File: src/rtl/dual_mode_intc.sv
module dual_mode_intc #(
  parameter int NSRC     = 8,
  parameter int VW       = 8,
  parameter int VEC_BASE = 32,
  parameter int VEC_NMI  = 7
) (
  input  logic              clk,
  input  logic              rst_n,
  input  logic [1:0]        cfg_mode,
  input  logic [NSRC-1:0]   src_req,
  input  logic [NSRC-1:0]   src_en,
  input  logic [3*NSRC-1:0] src_prio,
  input  logic              nmi_in,
  input  logic              cpu_imask,
  input  logic [2:0]        cpu_ilevel,
  input  logic              insn_boundary,
  input  logic              exc_done,
  output logic              irq_take,
  output logic [VW-1:0]     irq_vec,
  output logic              irq_new_imask,
  output logic [2:0]        irq_new_ilevel
);
  localparam int IW = (NSRC > 1) ? $clog2(NSRC) : 1;

  logic            multi;
  logic [2:0]      pr [NSRC];
  logic [NSRC-1:0] elig;
  logic            hit;
  logic [IW-1:0]   win;
  logic [2:0]      wprio;
  logic            nmi_q, nmi_pend, busy, fire;

  assign multi = cfg_mode[1];

  for (genvar g = 0; g < NSRC; g++) begin : g_src
    assign pr[g]   = multi ? src_prio[3*g +: 3] : 3'd0;
    assign elig[g] = src_req[g] & src_en[g] &
                     (multi ? ((pr[g] > cpu_ilevel) || (pr[g] == 3'd7)) : !cpu_imask);
  end

  always_comb begin
    hit   = 1'b0;
    win   = '0;
    wprio = '0;
    for (int i = NSRC-1; i >= 0; i--) begin
      if (elig[i] && (!hit || pr[i] >= wprio)) begin
        hit   = 1'b1;
        win   = IW'(i);
        wprio = pr[i];
      end
    end
  end

  assign fire = insn_boundary && !busy && (nmi_pend || hit);

  always_ff @(posedge clk or negedge rst_n) begin
    if (!rst_n) begin
      nmi_q          <= 1'b0;
      nmi_pend       <= 1'b0;
      busy           <= 1'b0;
      irq_take       <= 1'b0;
      irq_vec        <= '0;
      irq_new_imask  <= 1'b0;
      irq_new_ilevel <= 3'd0;
    end else begin
      nmi_q    <= nmi_in;
      irq_take <= fire;
      if (nmi_in && !nmi_q)       nmi_pend <= 1'b1;
      else if (fire && nmi_pend)  nmi_pend <= 1'b0;
      if (exc_done) busy <= 1'b0;
      if (fire) begin
        busy <= 1'b1;
        if (nmi_pend) begin
          irq_vec        <= VW'(VEC_NMI);
          irq_new_imask  <= 1'b1;
          irq_new_ilevel <= 3'd7;
        end else begin
          irq_vec        <= VW'(VEC_BASE) + VW'(win);
          irq_new_imask  <= multi ? cpu_imask : 1'b1;
          irq_new_ilevel <= multi ? wprio : cpu_ilevel;
        end
      end
    end
  end

  AST_TAKE_AT_BOUNDARY: assert property (@(posedge clk) disable iff (!rst_n)
    irq_take |-> $past(insn_boundary));
  AST_TAKE_ONE_SHOT: assert property (@(posedge clk) disable iff (!rst_n)
    irq_take |=> !irq_take);
  AST_SIMPLE_MASK: assert property (@(posedge clk) disable iff (!rst_n)
    (irq_take && !$past(nmi_pend) && !$past(cfg_mode[1])) |-> !$past(cpu_imask));
  AST_LEVEL_RISE: assert property (@(posedge clk) disable iff (!rst_n)
    (irq_take && !$past(nmi_pend) && $past(cfg_mode[1])) |->
      (irq_new_ilevel > $past(cpu_ilevel) || irq_new_ilevel == 3'd7));
  AST_NMI_FIRST: assert property (@(posedge clk) disable iff (!rst_n)
    (irq_take && $past(nmi_pend)) |-> (irq_vec == VW'(VEC_NMI) && irq_new_ilevel == 3'd7));
endmodule

File: config.mk
export PLATFORM = sky130hd
export DESIGN_NAME = dual_mode_intc
export DESIGN_NICKNAME = d
export VERILOG_FILES = /design/src/rtl/dual_mode_intc.sv
export SDC_FILE = /design/constraint.sdc
export NUM_CORES = 1
export LEC_CHECK = 0
export ABC_CLOCK_PERIOD_IN_PS = 2000
export BUFFER_PORTS_ARGS = -buffer_cell sky130_fd_sc_hd__buf_2
export CAP_MARGIN = 30
export CORE_MARGIN = 4
export CORE_UTILIZATION = 30
export DETAILED_ROUTE_END_ITERATION = 8
export PLACE_DENSITY = 0.52
export REMOVE_ABC_BUFFERS = 1
export SLEW_MARGIN = 20
export SYNTH_ARGS = -nofsm -noshare
export SYNTH_HDL_FRONTEND = slang
export SYNTH_SLANG_ARGS = --single-unit
File: constraint.sdc
create_clock -name clk -period 2 [get_ports clk]
set_clock_uncertainty 0.2 [all_clocks]
set_input_delay 0.4 -clock clk [delete_from_list [all_inputs] [get_ports clk]]
set_output_delay 0.4 -clock clk [all_outputs]
set_load 0.01 [all_outputs]
# Word-level counts from Yosys, hierarchy flattened
# Cells that the tools add are included.
[totals]
reg_bits = 16
inputBits = 51
out_inout_bits = 13
[classes]
n_addsub = 1
magnitude_cmp = 15
n_eq_ne = 8
n_mux = 49
n_bitwise = 16
n_reduce_logical = 39
[op_table]
columns = ["operator", "count"]
rows = [
  ["$mux 3", 26],
  ["$eq 3x3->1 const B", 8],
  ["$gt 3x3->1", 8],
  ["$mux 1", 22],
  ["$ge 3x3->1", 7],
  ["$and 1x1->1", 16],
  ["$logic_or 1x1->1", 16],
  ["$logic_and 1x1->1", 11],
  ["$logic_not 1->1", 10],
  ["$add 6x3->7 const A", 1],
  ["$mux 7", 1],
  ["$reduce_bool 2->1", 2],
]

# Longest topological paths before layout
# Gate-level depths: netlist of run 1.
[depth]
depth_word = 39
depth_mapped = 69
depth_no_buf = 61

# Least setup slack after synthesis of run 1
# No wires, ideal clock.
[synth_path]
kind = "in2reg"
from = "input port cfg_mode[1]"
to = "register irq_new_ilevel[0]"
setup_time_ns = 0.111
arrival_ns = 11.739
required_ns = 1.689
slack_ns = -10.051
path_stages = 69
path_buffers = 8
cell_sequence = "buf_6 > buf_2 > clkbuf_1 > clkbuf_1 > clkbuf_1 > nand2_1 > ha_1 > and3_1 > a21oi_1 > o2111a_1 > buf_2 > and3_1 > ha_1 > nand2b_1 > a21o_1 > a21oi_1 > a21oi_2 > a21oi_1 > [33 not listed] > o21ai_0 > ha_1 > nand2b_1 > a21o_1 > a21oi_1 > or2_2 > o31a_1 > nand2_1 > a2bb2oi_1 > ha_1 > nand2b_1 > a21o_1 > a21oi_1 > nor2_1 > a31o_2 > nand2_1 > o221ai_1 > a2111oi_2"
[synth_via]
elab_chain_cells = 36
word_cells_on_any_way = 96
classes_between = "15 x order compare; 8 x eq/ne; 34 x mux; 8 x bitwise; 31 x reduce/logical"
[synth_lines]
columns = ["element", "line", "text"]
rows = [
  ["start: declaration", "9", "input logic [1:0] cfg_mode,"],
  ["$mux 3", "36", "assign pr[g] = multi ? src_prio[3*g +: 3] : 3'd0;"],
  ["$gt 3x3->1 or $eq 3x3->1 (tied branches)", "38", "(multi ? ((pr[g] > cpu_ilevel) || (pr[g] == 3'd7)) : !cpu_imask);"],
  ["$logic_or 1x1->1", "38", ""],
  ["$mux 1", "38", ""],
  ["$and 1x1->1", "37", "assign elig[g] = src_req[g] & src_en[g] &"],
  ["$mux 3 or $mux 1 (tied branches)", "46", "if (elig[i] && (!hit || pr[i] >= wprio)) begin"],
  ["$ge 3x3->1 or $logic_not 1->1 (tied branches)", "46", ""],
  ["$logic_or 1x1->1", "46", ""],
  ["[20 not listed]", "-", ""],
  ["$logic_and 1x1->1", "46", ""],
  ["$mux 3 or $mux 1 (tied branches)", "46", ""],
  ["$ge 3x3->1 or $logic_not 1->1 (tied branches)", "46", ""],
  ["$logic_or 1x1->1", "46", ""],
  ["$logic_and 1x1->1", "46", ""],
  ["$mux 3 or $mux 1 (tied branches)", "46", ""],
  ["$mux 3 or $logic_or 1x1->1 (tied branches)", "80, 54", ""],
  ["$mux 3 or $logic_and 1x1->1 (tied branches)", "73, 54", ""],
  ["end signal: assignment", "80", "irq_new_ilevel <= multi ? wprio : cpu_ilevel;"],
  ["end: declaration", "21", "output logic [2:0] irq_new_ilevel"],
]
# Several ways; a longest one is shown, not always the timed one.
# A chain may end at the register's enable or synchronous reset.

# Worst setup path in the final report of run 1
[layout_path]
from = "input port src_prio[23]"
to = "register irq_new_ilevel[2]"
[layout_via]
elab_chain_cells = 36
word_cells_on_any_way = 54
classes_between = "8 x order compare; 1 x eq/ne; 20 x mux; 1 x bitwise; 24 x reduce/logical"
[layout_lines]
columns = ["element", "line", "text"]
rows = [
  ["start: declaration", "12", "input logic [3*NSRC-1:0] src_prio,"],
  ["$mux 3 (*)", "36", ""],
  ["$gt 3x3->1 or $eq 3x3->1 (tied branches)", "38", ""],
  ["$logic_or 1x1->1", "38", ""],
  ["$mux 1", "38", ""],
  ["$and 1x1->1", "37", ""],
  ["$mux 3 or $mux 1 (tied branches)", "46", ""],
  ["$ge 3x3->1 or $logic_not 1->1 (tied branches)", "46", ""],
  ["$logic_or 1x1->1", "46", ""],
  ["[20 not listed]", "-", ""],
  ["$logic_and 1x1->1", "46", ""],
  ["$mux 3 or $mux 1 (tied branches)", "46", ""],
  ["$ge 3x3->1 or $logic_not 1->1 (tied branches)", "46", ""],
  ["$logic_or 1x1->1", "46", ""],
  ["$logic_and 1x1->1", "46", ""],
  ["$mux 3 or $mux 1 (tied branches)", "46", ""],
  ["$mux 3 or $logic_or 1x1->1 (tied branches)", "80, 54", ""],
  ["$mux 3 or $logic_and 1x1->1 (tied branches)", "73, 54", ""],
]
# Mark *: on every way between the ends. The rest lies on a longest branch, timed or not.

==> qor.yml, run 1 <==
root_buffer: "clkbuf_8"
seq_power_share_pct: 18.5
overflow: 0
setup_ws_ns: -8.838
violations: "setup timing"
dieHeight_microns: 98.85
io_buffer_count: 58
drive_gt1_share_pct: 56.59
die_width_microns: 98.85
cts_tree: "done"
yosys_warnings: 0
design.die.area_sq_mm: 0.009771
rows: 32
end_kind: "flop"
p_total_mw: 2.102
vias: 3216
clkPwrFrac_pct: 12.8
tns_ns: -58.22
leakagePower_nw: 2.217
ys_seq_area_share_pct: 12.13
clockBufferDepth: 2
gp_congestion: 0.9126
start_util_pct: 31.39
ys_async_sr_fraction_pct: 100.0
dr.pass1.iters: 4
synth_cell_type_count: 57
drt-vias-per-instance: 5.204
synth_cells: 310
drt_iter0_drc: 111
grtUsageTotal_pct: 17.96
h-tree-depth: 1
grt_antenna_before_repair: 0
syn_to_final_growth_pct: 85.60
num_io_pins: 64
drcViolationCount: 0
grt_pass1_wl_microns: 14760
switching_share_pct: 39.35
wl_per_cell_microns: 15.89
crit_fanout: 6
coreArea_sq_mm: 0.007888
totalWireLength_microns: 9819
setup_violations: 10
grt_max_degree: 44
ir_drop_v: 0.0002561
synth-edff-count: 0
ys_seq_elements: 12
grt_pass1_vias: 3183
finalCriticalPeriod_ns: 10.84
slew_headroom_pct: 65.11
dominantRegCellSynth: "dfrtp_1"
utilization_pct: 58.26
path_class: "in -> reg"
insertion_delay_ns: 0.24
internal_power_mw: 1.275
p_per_area_mw_per_mm2: 457.3
cp.arrival_ns: 10.78
fmax_ghz: 0.09227
slew_violations: 0
start_kind: "primary input"
path_clk_slew_ns: 0.06
hold_viol: 0
clock_sinks: 12
diodes: 0
dp_hpwl_microns: 7025
p_sw_mw: 0.8269
cpLargestDelayFamily: "compound AO/OA/AOI/OAI gates"
comb_power_share_pct: 68.7
status: "complete, but fails checks"
slowest_stage: "a221oi_2"
min_period_over_period_pct: 541.9
rsz0062_at_grt: "true"
cts_made_buffers: 3
max_cap_violations: 0
required_ns: 1.94
critPathBufInv: 14
ant_nets: 0
fin_nets: 613
max_stage_delay_ns: 0.35
netlist_area_sq_mm: 0.002476
worstMarginPinSlew_ns: 0.5223
hold_class: "in -> reg"
crit_top_cell: "buf_4"
avgSynthCellArea_sq_um: 7.988
hold_ws_ns: 0.08395
## Yosys cell counts (2+ instances only)
cell type	number	area (sq um)
buf_2	3	15.01
nand3b_1	8	60.06
nor2b_1	2	12.51
a2111oi_2	3	45.04
and2_1	17	106.4
a221oi_1	3	26.28
nor3b_1	3	22.52
nand2_1	29	108.9
clkbuf_1	5	18.77
nor2_1	13	48.80
o2111ai_1	2	17.52
a21o_1	10	75.07
nor3_1	5	25.02
nand4_1	2	12.51
o311ai_2	2	32.53
a32oi_1	6	52.55
o21ai_0	13	65.06
o21a_1	6	45.04
o31ai_1	4	30.03
nand3_1	16	80.08
o221ai_1	3	26.28
a21oi_1	29	145.1
o211ai_1	5	37.54
o2111a_1	2	22.52
ha_1	45	563.0
o211a_1	3	30.03
inv_1	8	30.03
and3_1	5	31.28
nand2b_1	15	93.84
dfrtp_1	12	300.3
buf_4	4	30.03
o22ai_1	2	12.51
## power groups by stage
stage	logic [mW]	registers, mW	clock network [mW]
after floorplan	0.506	0.408	0
after global placement	1.05	0.374	0
after detailed placement	1.07	0.376	0
after CTS	1.21	0.374	0.272
after global routing	1.57	0.399	0.282
final	1.44	0.390	0.268
## cell usage in the layout, fill, tap and decap left out, drive strengths merged, types with 4 or more instances in the layout
cell	instances
a21o	10
a21oi	30
a32oi	6
and2	17
and3	7
buf	210
clkbuf	5
conb	4
dfrtp	12
ha	45
inv	8
nand2	29
nand2b	16
nand3	16
nand3b	8
nor2	13
nor3	6
o211ai	5
o21a	8
o21ai	14
o31ai	5
## flip-flops by register name, summed over array words and instances, names as in the netlist
signal,count
irq_take,1
busy,1
nmi_q,1
nmi_pend,1
irq_vec,4
irq_new_ilevel,3
irq_new_imask,1
## area by class of cell
| type | instances | area (sq um) |
|---|---|---|
| tap | 102 | 127.6 |
| clock buffer | 4 | 55.05 |
| timing repair buffer | 212 | 1572 |
| sequential | 12 | 300.3 |
| inverter | 8 | 35.03 |
| multi-input combinational | 280 | 2506 |
| fill | 682 | 3292 |
## worst paths after layout
path                                   start                 to  slack, ns  depth (start not counted)
worst max-delay path            src_prio[23]  irq_new_ilevel[2]      -8.84                         65
worst min-delay path                  nmi_in              nmi_q       0.08                          1
worst max register to register          busy  irq_new_ilevel[2]      -0.33                          8
worst min register to register         nmi_q           nmi_pend       0.21                          1
max in group asynchronous              rst_n           irq_take       1.00                          2
min in group asynchronous              rst_n  irq_new_ilevel[2]       0.38                          2
## timing repair
| action | 4_1_cts | 5_1_grt |
|---|---|---|
| cloned | 0 | 1 |
| hold buffers | 1 | 0 |
| endpoints found under the setup margin | 10 | 10 |
| setup buffers | 17 | 20 |
| gates resized for setup | 45 | 62 |
| pin swaps | 48 | 55 |
| endpoints found under the hold margin | 12 | 0 |
## cells by family (layout without fill, tap and decap cells)
kind of cell    Yosys count  in the layout  synth area share [%]
compound gates          107            107                 32.44
other cells               1              4                0.1514
simple gates            124            124                 28.30
fa+ha+maj                45             45                 22.74
buf+inv                  21            224                 4.245
flops                    12             12                 12.13
## per-layer routing
layer | part of all wire, % | global-route usage [%] | vias to the layer above | wire length [microns]
li1 | - | - | 1603 | -
met5 | 0 | 0 | - | 0
met1 | 43 | 23.63 | 1530 | 4191
met4 | 1.8 | 2.731 | 0 | 177
met3 | 4.2 | 1.982 | 15 | 412
met2 | 51 | 32.02 | 68 | 5037
## worst reg2reg max path: cells and delay by family (launching register included)
family	cells	cell delay, ns
DFF	1	0.36
AOI/OAI and AO/OA	4	0.83
buffers and inverters	1	0.12
and+or+nand+nor	3	0.70
## metrics by stage
stage / instances / cell area, sq um / setup slack [ns]
2_1_floorplan: 300 / 2412 / -9.523
3_3_place_gp: 576 / 3701 / -9.038
3_5_place_dp: 576 / 3701 / -9.241
4_1_cts: 597 / 4115 / -8.571
5_1_grt: 618 / 4596 / -9.307
6_report: 618 / 4596 / -8.838
Power figures use the tool's default switching activity.
==> run 2: changes to the inputs <==
--- a/config.mk
+++ b/config.mk
@@ -5,7 +5,7 @@
 export SDC_FILE = /design/constraint.sdc
 export NUM_CORES = 1
 export LEC_CHECK = 0
-export ABC_CLOCK_PERIOD_IN_PS = 2000
+export ABC_CLOCK_PERIOD_IN_PS = 11750
 export BUFFER_PORTS_ARGS = -buffer_cell sky130_fd_sc_hd__buf_2
 export CAP_MARGIN = 30
 export CORE_MARGIN = 4
@@ -13,6 +13,7 @@
 export DETAILED_ROUTE_END_ITERATION = 8
 export PLACE_DENSITY = 0.52
 export REMOVE_ABC_BUFFERS = 1
+export SKIP_CTS_REPAIR_TIMING = 1
 export SLEW_MARGIN = 20
 export SYNTH_ARGS = -nofsm -noshare
 export SYNTH_HDL_FRONTEND = slang
==> constraint.sdc (replaced) <==
create_clock -name clk -period 11.75 [get_ports clk]
set_clock_uncertainty 0.2 [all_clocks]
set_input_delay 2.35 -clock clk [delete_from_list [all_inputs] [get_ports clk]]
set_output_delay 2.35 -clock clk [all_outputs]
set_load 0.01 [all_outputs]
==> qor.yml, run 2 (synthesis results as in run 1) <==
start_util_pct: 31.39
coreArea_sq_mm: 0.007888
path_class: "in -> reg"
layout_common_cells: "buf_4, buf_2, ha_1"
die_width_microns: 98.85
largest_register_ffs: 4
p_per_area_mw_per_mm2: 80.98
rsz0062_at_grt: "true"
slew_violations: 0
utilization_pct: 46.42
drive_gt1_share_pct: 44.32
max_cap_violations: 0
max_stage_delay_ns: 0.35
grt_antenna_before_repair: 0
clockBufferDepth: 2
gp_congestion: 0.8912
finalCriticalPeriod_ns: 12.66
grtUsageTotal_pct: 15.95
design.die.area_sq_mm: 0.009771
dp_hpwl_microns: 6585
fmax_ghz: 0.07897
leakagePower_nw: 1.739
grt_max_degree: 50
cts_tree: "done"
slew_headroom_pct: 64.03
syn_to_final_growth_pct: 47.85
largest_register: "irq_vec"
ant_nets: 0
dieHeight_microns: 98.85
path_clk_slew_ns: 0.06
violations: "setup timing"
seqCellArea_sq_um: 300.3
fin_nets: 528
end_kind: "flop"
drcViolationCount: 0
root_buffer: "clkbuf_8"
min_period_over_period_pct: 107.8
setup_violations: 6
fillers: 791
multi_input_area_sq_mm: 0.002323
vias: 2805
setup_ws_ns: -0.9130
crit_fanout: 4
grt_pass1_vias: 2774
slowest_stage: "a221oi_2"
tns_ns: -4.922
insertion_delay_ns: 0.24
hold_ws_ns: 0.2168
overflow: 0
diodes: 0
worstMarginPinSlew_ns: 0.5391
critPathBufInv: 5
totalWireLength_microns: 8198
start_kind: "primary input"
grt_pass1_wl_microns: 13090
fin_cells: 533
ir_drop_v: 0.00003891
drt_iter0_drc: 119
required_ns: 11.68
cts_made_buffers: 3
num_io_pins: 64
final_common_cell: "buf_4"
rows: 32
drt-vias-per-instance: 5.263
dr.pass1.iters: 4
h-tree-depth: 1
cp.arrival_ns: 12.59
hold_viol: 0
reg.largest.list: "irq_vec (4), irq_new_ilevel (3)"
status: "complete, but fails checks"
crit_top_cell: "a21oi_2"
hold_class: "reg -> reg"
clock_sinks: 12
wl_per_cell_microns: 15.38
placed_cells: 523
cpLargestDelayFamily: "compound AO/OA/AOI/OAI gates"
io_buffer_count: 58
run 2: final timing paths:
check | startpoint | end | slack (ns) | cells past startpoint
max in group asynchronous | rst_n | irq_take | 9.36 | 1
hold reg to reg | nmi_q | nmi_pend | 0.22 | 1
min in group asynchronous | rst_n | irq_new_ilevel[1] | 1.77 | 1
setup reg to reg | busy | irq_new_ilevel[1] | 9.74 | 8
setup / recovery | cfg_mode[1] | irq_new_ilevel[0] | -0.91 | 63
hold / removal | nmi_q | nmi_pend | 0.22 | 1
run 2: where the power goes:
part | internal [mW] | total, mW | switching, mW
Combinational | 0.0929 | 0.187 | 0.0936
Sequential | 0.0553 | 0.0647 | 0.00933
Clock | 0.0296 | 0.0453 | 0.0157
run 2: layout make-up:
class	count	share of cell area, %
flip-flops and latches	12	8.202
multi-input cells	280	63.47
clock buffers	4	1.504
well taps	102	3.486
inverters	8	0.8886
repair buffers	127	22.45
run 2: routing by layer:
metal  GRT usage (%)  up-vias  part of all wire (%)
li1                -     1435                     -
met1           23.01     1314                    48
met2           26.50       52                    48
met3           1.274        4                   3.9
met4           2.101        0                  0.59
met5               0        -                     0
run 2: metrics by stage:
step | area (sq um) | worst slack (ns) | power [mW]
floorplan | 2412 | -1.723 | 0.1556
global placement | 3303 | -1.573 | 0.2262
detailed placement | 3303 | -1.613 | 0.2292
CTS | 3358 | -1.452 | 0.2750
global route | 3661 | -1.497 | 0.3206
finish | 3661 | -0.9130 | 0.2965
run 2: worst reg2reg max path, stage by stage (launching register included):
cell	delay, ns
dfrtp_1	0.36
inv_1	0.08
nand2_1	0.14
nor3b_1	0.34
o21ai_1	0.13
a21oi_1	0.23
nand3_1	0.13
o22ai_1	0.18
a2111oi_2	0.08
==> run 3: changes to the inputs <==
--- a/config.mk
+++ b/config.mk
@@ -11,7 +11,7 @@
 export CORE_MARGIN = 4
 export CORE_UTILIZATION = 30
 export DETAILED_ROUTE_END_ITERATION = 8
-export PLACE_DENSITY = 0.52
+export PLACE_DENSITY = 0.51
 export REMOVE_ABC_BUFFERS = 1
 export SKIP_CTS_REPAIR_TIMING = 1
 export SLEW_MARGIN = 20
==> qor.yml, run 3 (synthesis results as in run 1) <==
status: "complete, but fails checks"
violations: "setup timing"
hold_class: "reg -> reg"
coreArea_sq_mm: 0.007888
required_ns: 11.68
postPlaceCellArea_sq_mm: 0.003311
grt_max_degree: 28
slowest_stage: "a2111oi_2"
drcViolationCount: 0
placed_cells: 524
fin_cells: 537
drt_iter0_drc: 61
leakagePower_nw: 1.756
start_util_pct: 31.39
path_class: "in -> reg"
internal_power_mw: 0.1786
comb_power_share_pct: 63.1
setup_ws_ns: -0.8917
layout_common_cells: "buf_4, buf_2, ha_1"
dieHeight_microns: 98.85
vias: 2867
fin_nets: 532
worstMarginPinSlew_ns: 0.5313
reg.largest.list: "irq_vec (4), irq_new_ilevel (3)"
start_kind: "primary input"
max_cap_violations: 0
largest_register: "irq_vec"
path_clk_slew_ns: 0.06
end_kind: "flop"
cts_made_buffers: 3
dr.pass1.iters: 4
slew_violations: 0
crit_top_cell: "a21oi_2"
hold_viol: 0
tns_ns: -4.704
drt-vias-per-instance: 5.339
syn_to_final_growth_pct: 49.37
diodes: 0
cts_tree: "done"
wl_per_cell_microns: 15.65
grt_antenna_before_repair: 0
design.die.area_sq_mm: 0.009771
cp.arrival_ns: 12.57
totalWireLength_microns: 8405
rows: 32
finalCriticalPeriod_ns: 12.64
final_common_cell: "buf_4"
hold_ws_ns: 0.2272
largest_register_ffs: 4
grt_pass1_vias: 2795
io_buffer_count: 58
routed-wl-met3_microns: 267
p_per_area_mw_per_mm2: 80.51
clockBufferDepth: 2
fmax_ghz: 0.07910
wl_met2_microns: 4159
rsz0062_at_grt: "true"
insertion_delay_ns: 0.24
fillers: 797
ant_nets: 0
setup_violations: 6
root_buffer: "clkbuf_8"
crit_fanout: 5
clock_sinks: 12
final_area_sq_mm: 0.003699
switching_share_pct: 40.03
ir_drop_v: 0.00003331
max_stage_delay_ns: 0.35
top_layer: "met4"
h-tree-depth: 1
grt_pass1_wl_microns: 13360
min_period_over_period_pct: 107.6
slew_headroom_pct: 64.55
dpl_worst_slack_ns: -1.570
p_sw_mw: 0.1192
overflow: 0
wl_met1_microns: 3934
die_width_microns: 98.85
clkPwrFrac_pct: 15.2
dp_hpwl_microns: 6799
gp_congestion: 0.8622
grtUsageTotal_pct: 16.38
drive_gt1_share_pct: 44.83
seq_power_share_pct: 21.7
num_io_pins: 64
run 3: final timing paths:
path	startpoint	to	slack (ns)	cells after the start
min in group asynchronous	rst_n	busy	1.77	1
setup reg to reg	busy	irq_new_ilevel[1]	9.73	8
hold / removal	nmi_q	nmi_pend	0.23	1
hold reg to reg	nmi_q	nmi_pend	0.23	1
setup / recovery	cfg_mode[1]	irq_new_ilevel[0]	-0.89	62
max in group asynchronous	rst_n	irq_vec[5]	9.36	1
run 3: metrics by stage:
| step | total power, mW | util (%) |
|---|---|---|
| after floorplan | 0.1556 | - |
| after global placement | 0.2265 | 41.97 |
| after detailed placement | 0.2291 | 41.97 |
| after CTS | 0.2764 | 42.67 |
| after global routing | 0.3239 | 46.89 |
| final | 0.2978 | 46.89 |
run 3: layout make-up:
| type | count | area (sq um) | share of cell area, % |
|---|---|---|---|
| well taps | 102 | 127.6 | 3.451 |
| repair buffers | 131 | 855.8 | 23.14 |
| inverters | 8 | 30.03 | 0.8119 |
| multi-input cells | 280 | 2330 | 62.99 |
| clock buffers | 4 | 55.05 | 1.488 |
| flip-flops and latches | 12 | 300.3 | 8.119 |
run 3: worst max-delay path, delay by kind of cell:
family | cells | cell delay, ns
compound gates | 34 | 5.58
fa+ha+maj | 8 | 2.19
buf+inv | 6 | 0.77
simple gates | 14 | 1.67
run 3: power groups by stage:
| stage | combinational [mW] | sequential, mW | clock, mW |
|---|---|---|---|
| 4_1_cts | 0.165 | 0.0643 | 0.0468 |
| 2_1_floorplan | 0.0861 | 0.0695 | 0 |
| 3_5_place_dp | 0.165 | 0.0645 | 0 |
| 3_3_place_gp | 0.162 | 0.0643 | 0 |
| 6_report | 0.188 | 0.0646 | 0.0453 |
| 5_1_grt | 0.209 | 0.0661 | 0.0487 |
run 3: routing by layer:
metal  vias up  track usage [%]
li1       1438                -
met1      1374            23.31
met2        51            27.69
met3         4            1.274
met4         0            1.996
met5         -                0
